### src/rtl/i2c_cond_pkg.sv
package i2c_cond_pkg;

    typedef enum logic [1:0] {
        SEL_SERIAL = 2'b00,
        SEL_COND   = 2'b01,
        SEL_LOW    = 2'b10,
        SEL_HIZ    = 2'b11
    } line_sel_e;

    typedef enum logic [2:0] {
        ST_IDLE,
        ST_RS_SDA_REL,
        ST_RS_SCL_REL,
        ST_ST_SDA_LOW,
        ST_ST_SCL_LOW,
        ST_SP_SCL_REL,
        ST_SP_SDA_REL
    } cond_state_e;

    typedef struct packed {
        logic sda_lo;
        logic scl_lo;
    } line_pair_t;

    // Pull-low levels held on the lines during each phase
    function automatic line_pair_t phase_levels(cond_state_e s);
        line_pair_t lv;
        case (s)
            ST_RS_SDA_REL: lv = '{sda_lo: 1'b0, scl_lo: 1'b1};
            ST_RS_SCL_REL: lv = '{sda_lo: 1'b0, scl_lo: 1'b0};
            ST_ST_SDA_LOW: lv = '{sda_lo: 1'b1, scl_lo: 1'b0};
            ST_ST_SCL_LOW: lv = '{sda_lo: 1'b1, scl_lo: 1'b1};
            ST_SP_SCL_REL: lv = '{sda_lo: 1'b1, scl_lo: 1'b0};
            ST_SP_SDA_REL: lv = '{sda_lo: 1'b0, scl_lo: 1'b0};
            default:       lv = '{sda_lo: 1'b0, scl_lo: 1'b0};
        endcase
        return lv;
    endfunction

    // Phase that follows the given one; a restart chains into a start
    function automatic cond_state_e next_phase(cond_state_e s);
        case (s)
            ST_RS_SDA_REL: return ST_RS_SCL_REL;
            ST_RS_SCL_REL: return ST_ST_SDA_LOW;
            ST_ST_SDA_LOW: return ST_ST_SCL_LOW;
            ST_SP_SCL_REL: return ST_SP_SDA_REL;
            default:       return ST_IDLE;
        endcase
    endfunction

    // Four-way source mux for one line (1 = pull low)
    function automatic logic line_drive(line_sel_e sel, logic serial_lo, logic cond_lo);
        case (sel)
            SEL_SERIAL: return serial_lo;
            SEL_COND:   return cond_lo;
            SEL_LOW:    return 1'b1;
            default:    return 1'b0;
        endcase
    endfunction

endpackage

### src/rtl/i2c_tick_div.sv
module i2c_tick_div #(
    parameter int SEL_W = 2
) (
    input  logic             clk,
    input  logic             rst,
    input  logic [SEL_W-1:0] div_sel,
    output logic             tick
);
    localparam int CNT_W = (1 << SEL_W) - 1;

    logic [CNT_W-1:0] cnt;
    logic [CNT_W:0]   one_sh;
    logic [CNT_W:0]   mask_full;

    assign one_sh    = {{CNT_W{1'b0}}, 1'b1} << div_sel;
    assign mask_full = one_sh - {{CNT_W{1'b0}}, 1'b1};
    assign tick      = (cnt & mask_full[CNT_W-1:0]) == mask_full[CNT_W-1:0];

    always_ff @(posedge clk) begin
        if (rst) cnt <= '0;
        else     cnt <= cnt + 1'b1;
    end
endmodule

### src/rtl/i2c_sda_delay.sv
module i2c_sda_delay #(
    parameter int DLY_W = 5
) (
    input  logic             clk,
    input  logic             rst,
    input  logic             tick,
    input  logic [DLY_W-1:0] dly,
    input  logic             din,
    output logic             dout
);
    localparam int TAPS = (1 << DLY_W) - 1;

    logic [TAPS-1:0] taps;

    always_ff @(posedge clk) begin
        if (rst)       taps <= '0;
        else if (tick) taps <= {taps[TAPS-2:0], din};
    end

    assign dout = (dly == '0) ? din : taps[dly - DLY_W'(1)];
endmodule

### src/rtl/i2c_cond_fsm.sv
module i2c_cond_fsm
    import i2c_cond_pkg::*;
#(
    parameter int HP_W = 8
) (
    input  logic            clk,
    input  logic            rst,
    input  logic            start_req,
    input  logic            restart_req,
    input  logic            stop_req,
    input  logic            done_clr,
    input  logic [HP_W-1:0] half_period,
    output logic            gen_sda_lo,
    output logic            gen_scl_lo,
    output logic            done_flag
);
    cond_state_e     state;
    cond_state_e     first_phase;
    cond_state_e     nxt;
    line_pair_t      lines;
    logic [HP_W-1:0] cnt;
    logic [HP_W-1:0] hp_eff;
    logic            accept;

    assign hp_eff = (half_period == '0) ? HP_W'(1) : half_period;
    assign accept = (state == ST_IDLE) && (start_req || restart_req || stop_req);
    assign nxt    = next_phase(state);

    always_comb begin
        if (start_req)        first_phase = ST_ST_SDA_LOW;
        else if (restart_req) first_phase = ST_RS_SDA_REL;
        else                  first_phase = ST_SP_SCL_REL;
    end

    always_ff @(posedge clk) begin
        if (rst) begin
            state     <= ST_IDLE;
            cnt       <= '0;
            lines     <= '0;
            done_flag <= 1'b0;
        end else if (state == ST_IDLE) begin
            if (accept) begin
                state     <= first_phase;
                lines     <= phase_levels(first_phase);
                cnt       <= hp_eff - HP_W'(1);
                done_flag <= 1'b0;
            end else if (done_clr) begin
                done_flag <= 1'b0;
            end
        end else if (cnt == '0) begin
            state <= nxt;
            cnt   <= hp_eff - HP_W'(1);
            if (nxt == ST_IDLE) done_flag <= 1'b1;
            else                lines     <= phase_levels(nxt);
        end else begin
            cnt <= cnt - HP_W'(1);
        end
    end

    assign gen_sda_lo = lines.sda_lo;
    assign gen_scl_lo = lines.scl_lo;


    done_rise_chk: assert property (@(posedge clk) disable iff (rst)
        $rose(done_flag) |-> ($past(state) == ST_ST_SCL_LOW || $past(state) == ST_SP_SDA_REL));

    done_fall_chk: assert property (@(posedge clk) disable iff (rst)
        $fell(done_flag) |-> ($past(done_clr) || $past(accept)));

    busy_done_chk: assert property (@(posedge clk) disable iff (rst)
        (state != ST_IDLE) |-> !done_flag);

    phase_hold_chk: assert property (@(posedge clk) disable iff (rst)
        (state != ST_IDLE && cnt != '0) |=> (state == $past(state)));

    idle_hold_chk: assert property (@(posedge clk) disable iff (rst)
        (state == ST_IDLE && !accept) |=> $stable(lines));
endmodule

### src/rtl/i2c_ack_sample.sv
module i2c_ack_sample (
    input  logic clk,
    input  logic rst,
    input  logic bit_nine,
    input  logic scl_in,
    input  logic sda_in,
    output logic ack_rx
);
    logic scl_prev;
    logic scl_rise;

    assign scl_rise = scl_in && !scl_prev;

    always_ff @(posedge clk) begin
        if (rst) begin
            scl_prev <= 1'b1;
            ack_rx   <= 1'b0;
        end else begin
            scl_prev <= scl_in;
            if (scl_rise && bit_nine) ack_rx <= sda_in;
        end
    end


    ack_src_chk: assert property (@(posedge clk) disable iff (rst)
        !$stable(ack_rx) |-> $past(bit_nine && scl_in && !scl_prev));
endmodule

### src/rtl/i2c_cond_gen.sv
module i2c_cond_gen
    import i2c_cond_pkg::*;
#(
    parameter int DLY_W     = 5,
    parameter int HP_W      = 8,
    parameter int DIV_SEL_W = 2
) (
    input  logic                 clk,
    input  logic                 rst,
    input  logic                 start_req,
    input  logic                 restart_req,
    input  logic                 stop_req,
    input  logic                 done_clr,
    input  logic [1:0]           sda_sel,
    input  logic [1:0]           scl_sel,
    input  logic [DLY_W-1:0]     sda_dly,
    input  logic                 ack_nack_tx,
    input  logic [DIV_SEL_W-1:0] div_sel,
    input  logic [HP_W-1:0]      half_period,
    input  logic                 sh_sda,
    input  logic                 sh_scl,
    input  logic                 bit_nine,
    input  logic                 sda_in,
    input  logic                 scl_in,
    output logic                 sda_oe,
    output logic                 scl_oe,
    output logic                 done_flag,
    output logic                 ack_rx
);
    logic filt_tick;
    logic ser_sda_raw;
    logic ser_sda_dly;
    logic gen_sda_lo;
    logic gen_scl_lo;

    // Acknowledge override on the ninth bit, then the delay line
    assign ser_sda_raw = bit_nine ? !ack_nack_tx : !sh_sda;

    i2c_tick_div #(.SEL_W(DIV_SEL_W)) u_div (
        .clk(clk), .rst(rst), .div_sel(div_sel), .tick(filt_tick)
    );

    i2c_sda_delay #(.DLY_W(DLY_W)) u_dly (
        .clk(clk), .rst(rst), .tick(filt_tick), .dly(sda_dly),
        .din(ser_sda_raw), .dout(ser_sda_dly)
    );

    i2c_cond_fsm #(.HP_W(HP_W)) u_fsm (
        .clk(clk), .rst(rst), .start_req(start_req), .restart_req(restart_req),
        .stop_req(stop_req), .done_clr(done_clr), .half_period(half_period),
        .gen_sda_lo(gen_sda_lo), .gen_scl_lo(gen_scl_lo), .done_flag(done_flag)
    );

    i2c_ack_sample u_ack (
        .clk(clk), .rst(rst), .bit_nine(bit_nine), .scl_in(scl_in),
        .sda_in(sda_in), .ack_rx(ack_rx)
    );

    assign sda_oe = line_drive(line_sel_e'(sda_sel), ser_sda_dly, gen_sda_lo);
    assign scl_oe = line_drive(line_sel_e'(scl_sel), !sh_scl, gen_scl_lo);


    sda_forced_chk: assert property (@(posedge clk) disable iff (rst)
        (sda_sel == 2'b10 |-> sda_oe) and (sda_sel == 2'b11 |-> !sda_oe));

    scl_forced_chk: assert property (@(posedge clk) disable iff (rst)
        (scl_sel == 2'b10 |-> scl_oe) and (scl_sel == 2'b11 |-> !scl_oe));
endmodule

### config.mk
export PLATFORM = sky130hd
export DESIGN_NAME = i2c_cond_gen
export DESIGN_NICKNAME = d
export VERILOG_FILES = /design/src/rtl/i2c_cond_pkg.sv /design/src/rtl/i2c_tick_div.sv /design/src/rtl/i2c_sda_delay.sv /design/src/rtl/i2c_cond_fsm.sv /design/src/rtl/i2c_ack_sample.sv /design/src/rtl/i2c_cond_gen.sv
export SDC_FILE = /design/constraint.sdc
export NUM_CORES = 1
export LEC_CHECK = 0
export BUFFER_PORTS_ARGS = -buffer_cell sky130_fd_sc_hd__buf_4
export CAP_MARGIN = 10
export CORE_ASPECT_RATIO = 0.9
export CORE_MARGIN = 2
export CORE_UTILIZATION = 60
export CTS_CLUSTER_DIAMETER = 60
export DETAILED_ROUTE_END_ITERATION = 7
export PLACE_DENSITY = 0.93
export SLEW_MARGIN = 30
export SYNTH_ARGS = -nofsm -noshare
export SYNTH_HDL_FRONTEND = slang
export SYNTH_HIERARCHICAL = 1
export SYNTH_SLANG_ARGS = --single-unit
### constraint.sdc
create_clock -name clk -period 7.33 [get_ports clk]
set_input_delay 0.733 -clock clk [delete_from_list [all_inputs] [get_ports clk]]
set_output_delay 0.733 -clock clk [all_outputs]
set_load 0.01 [all_outputs]
==> impl_metrics.yaml <==
route:
  routed_via_density: 5.93
  first_pass_iters: 5
  detail_route.wl_per_cell_um: 14.6
  detailroute.via_count: 2338
  drt_wl_total_um: 5740
  detail-route-antenna-nets: 0
  drc: 0
  drt_first_iter_violations: 161
final_layout:
  post_route_cells_drive_above_1_share_pct: 17.8
  diodes: 0
  instances_no_fill: 394
  final_area_um2: 3170
  final_net_count: 367
  areaGrowthSynthToFinish_pct: 15.5
  post-route-util_pct: 71.5
yosys:
  sequential_area_share_after_synthesis_pct: 36.5
  mean_post_synth_cell_area_um2: 8.97
  ys_warn_count: 6
  netlist-cell-type-count: 49
  syn-instance-count: 306
  synth-main-ff-cell: "dfxtp_1"
  netlist_area_um2: 2740
  post_synth_edffs: 0
  synth_fp_nets: 342
  postSynthRegisterBits: 50
  synth-async-reset-ratio_pct: 0
grt:
  grt_overflow_total: 0
  grt.met3_usage_pct: 6.33
  busiest_layer: "met2"
  grt_util_met1_pct: 29.9
  gr-usage-all-layers_pct: 23.2
  globalRouteMet2Util_pct: 37.2
  initial_antenna_violation_count: 0
  grt_max_degree: 53
  grt_pass1_wl_um: 9140
  first_global_vias: 2079
critical_path:
  path_max_fanout: 13
  worst_path_max_delay_cell: "mux4_2"
  cp.required_ns: 6.60
  worst-r2r-cell-count: 4
  worst-path-buf-inv: 3
  r2r-start: "u_fsm/state[1]"
  ff2ff_setup_slack_ns: 5.17
  worstSetupStartpointType: "input port"
  worst_ep_arrival_time_ns: 3.31
  crit_top_cell: "buf_4"
  crit_family: "simple AND/OR/NAND/NOR gates"
  path_cells: "buf_4 -> inv_1 -> ha_1 -> xor2_2 -> mux4_2 -> a21oi_2 -> a2111oi_1 -> or4_1 -> nor3_1 -> a21oi_1 -> buf_4"
  reg2reg_to: "u_fsm/cnt[5]"
  critical_path.max_stage_delay_ns: 0.59
  setup.worst_path.class: "in2out"
  setup.worst_path.end_class: "output pin"
placed_design:
  placedCellCount: 386
  routabilityCongestion: 0.968
  io_buffers: 34
  dpl.hpwl_um: 3980
  dp_area_um2: 3030
  dp_slack_ns: 3.31
timing:
  grt_setup_unrepaired: "no"
  timing.max_slew.rel_slack_pct: 37.2
  aggregate_negative_setup_slack_ns: 0
  layout_worst_path_cycle_share_pct: 55.2
  setup_viol: 0
  finClkSkew_ns: 0.0115
  slew_violations: 0
  postLayoutSetupSlackWorst_ns: 3.29
  worst-slew-pin-transition_ns: 0.934
  finalHoldViolCount: 0
  finalWorstPathRequiredPeriod_ns: 4.04
  final.hold.worst_slack_ns: 0.466
  max_freq_ghz: 0.247
die:
  floorplan.io_pins: 35
  floorplan.die_area_um2: 5130
  placementRows: 23
  start_util_pct: 61.9
  floorplan.core_area_um2: 4430
  dieHeight_um: 68.2
  fp.dieW_um: 75.3
pwr:
  p_per_area_nw_per_um2: 284
  power.share.switching_pct: 35.4
  cell_internal_pwr_mw: 0.582
  power.leakage_nw: 1.27
  switching_power_mw: 0.319
  total_power_mw: 0.901
  share_seq_of_total_power_pct: 38.1
  clock_power_share_pct: 26.3
  peakVddDrop_mv: 0.143
  pwr-share-comb_pct: 35.6
clock_network:
  clockBufferDepth: 2
  worst_skew_pair.late_latency_ns: 0.31
  cts-htree-levels: 2
  clock-sinks: 50
  post_cts.repair.setup_buffers: 0
  cts_buffers: 5
  clkTransAtPathRegs_ns: 0.09
  cts_root_buffer: "clkbuf_8"
  cts_hold_repair.buffers: 0
  post_cts.resized_instances: 0
  tritoncts: "done"
hold_path:
  min_path_type: "reg2reg"
  hold_path.startpoint: "u_div/cnt[0]"
  min_delay_path_depth: 1
  worst_hold_path.endpoint: "u_div/cnt[0]"
outcome:
  run_status: "complete, no violations"
run:
  drv.max_cap_violation_count: 0
power groups by stage:
| stage | Clock, mW | Sequential [mW] | Combinational [mW] |
|---|---|---|---|
| CTS | 0.240 | 0.341 | 0.317 |
| finish | 0.237 | 0.344 | 0.320 |
| detailed placement | 0 | 0.348 | 0.312 |
| global route | 0.250 | 0.348 | 0.350 |
| floorplan | 0 | 0.332 | 0.266 |
| global placement | 0 | 0.346 | 0.303 |
layout by cell type, fill, tap and decap left out, types with 3 or more instances in the layout:
cell / netlist / routed
nor4_1: 6 / 6
nor3_1: 12 / 12
a311oi_1: 3 / 3
or4_1: 4 / 4
mux2i_1: 38 / 38
mux2_2: 3 / 3
a31oi_1: 7 / 7
dfxtp_1: 50 / 50
nand3_1: 10 / 10
a21oi_1: 11 / 11
ha_1: 5 / 5
o21ai_0: 7 / 7
mux4_2: 5 / 5
clkbuf_8: 0 / 6
xnor2_1: 3 / 3
nor2b_1: 7 / 7
nor3b_1: 4 / 4
nand2_1: 14 / 14
nand2b_1: 5 / 5
nor2_1: 45 / 45
o211ai_1: 5 / 5
inv_1: 10 / 10
or3_1: 6 / 6
buf_4: 0 / 35
nand4_1: 3 / 3
logic make-up after synthesis:
family | share of synthesized area, %
muxes | 20.2
adders and majority gates | 2.28
xor gates and xnor gates | 1.87
DFF | 36.5
AOI/OAI and AO/OA | 12.7
and+or+nand+nor | 22.4
buffers and inverters | 4.15
layout make-up:
class	instances	area, um2
multi-input combinational	229	1650
fill	328	1260
sequential	50	1000
timing repair buffer	35	263
clock buffer	6	82.6
tap	62	77.6
clock inverter	2	60.1
inverter	10	37.5
Yosys cell counts, types with 3 or more instances:
| cell | n | share of area [%] |
|---|---|---|
| or3_1 | 6 | 1.4 |
| nor3b_1 | 4 | 1.1 |
| nor2b_1 | 7 | 1.6 |
| nand2b_1 | 5 | 1.1 |
| a311oi_1 | 3 | 0.96 |
| nand2_1 | 14 | 1.9 |
| or4_1 | 4 | 1.1 |
| mux2_2 | 3 | 1.2 |
| nand3_1 | 10 | 1.8 |
| dfxtp_1 | 50 | 36 |
| inv_1 | 10 | 1.4 |
| nand4_1 | 3 | 0.68 |
| ha_1 | 5 | 2.3 |
| xnor2_1 | 3 | 0.96 |
| mux4_2 | 5 | 4.1 |
| o211ai_1 | 5 | 1.4 |
| a31oi_1 | 7 | 1.6 |
| o21ai_0 | 7 | 1.3 |
| nor2_1 | 45 | 6.2 |
| nor3_1 | 12 | 2.2 |
| a21oi_1 | 11 | 2.0 |
| buf_2 | 4 | 0.73 |
| nor4_1 | 6 | 1.4 |
| mux2i_1 | 38 | 14 |
| clkbuf_1 | 10 | 1.4 |
worst max-delay path by stage:
stage / startpoint / to / slack, ns / cells after the start
finish: sda_dly[0] / sda_oe / 3.29 / 11
floorplan: sda_dly[0] / sda_oe / 3.43 / 10
global placement: sda_dly[0] / sda_oe / 3.36 / 11
global route: sda_dly[0] / sda_oe / 3.05 / 11
detailed placement: sda_dly[0] / sda_oe / 3.31 / 11
CTS: sda_dly[0] / sda_oe / 3.28 / 11
sequential cells by signal, summed over array words and instances, names as in the netlist:
register,flops
u_fsm/gen_scl_lo,1
u_ack/ack_rx,1
u_fsm/done_flag,1
u_dly/taps,31
u_fsm/cnt,8
u_div/cnt,3
u_ack/scl_prev,1
u_fsm/gen_sda_lo,1
u_fsm/state,3
metal layers:
layer / part of all wire (%) / vias up
met3: 4.6 / 11
met4: 1.6 / 0
li1: - / 1172
met5: 0 / -
met1: 45 / 1094
met2: 48 / 61
No activity file was read; power rests on OpenSTA's default activity.
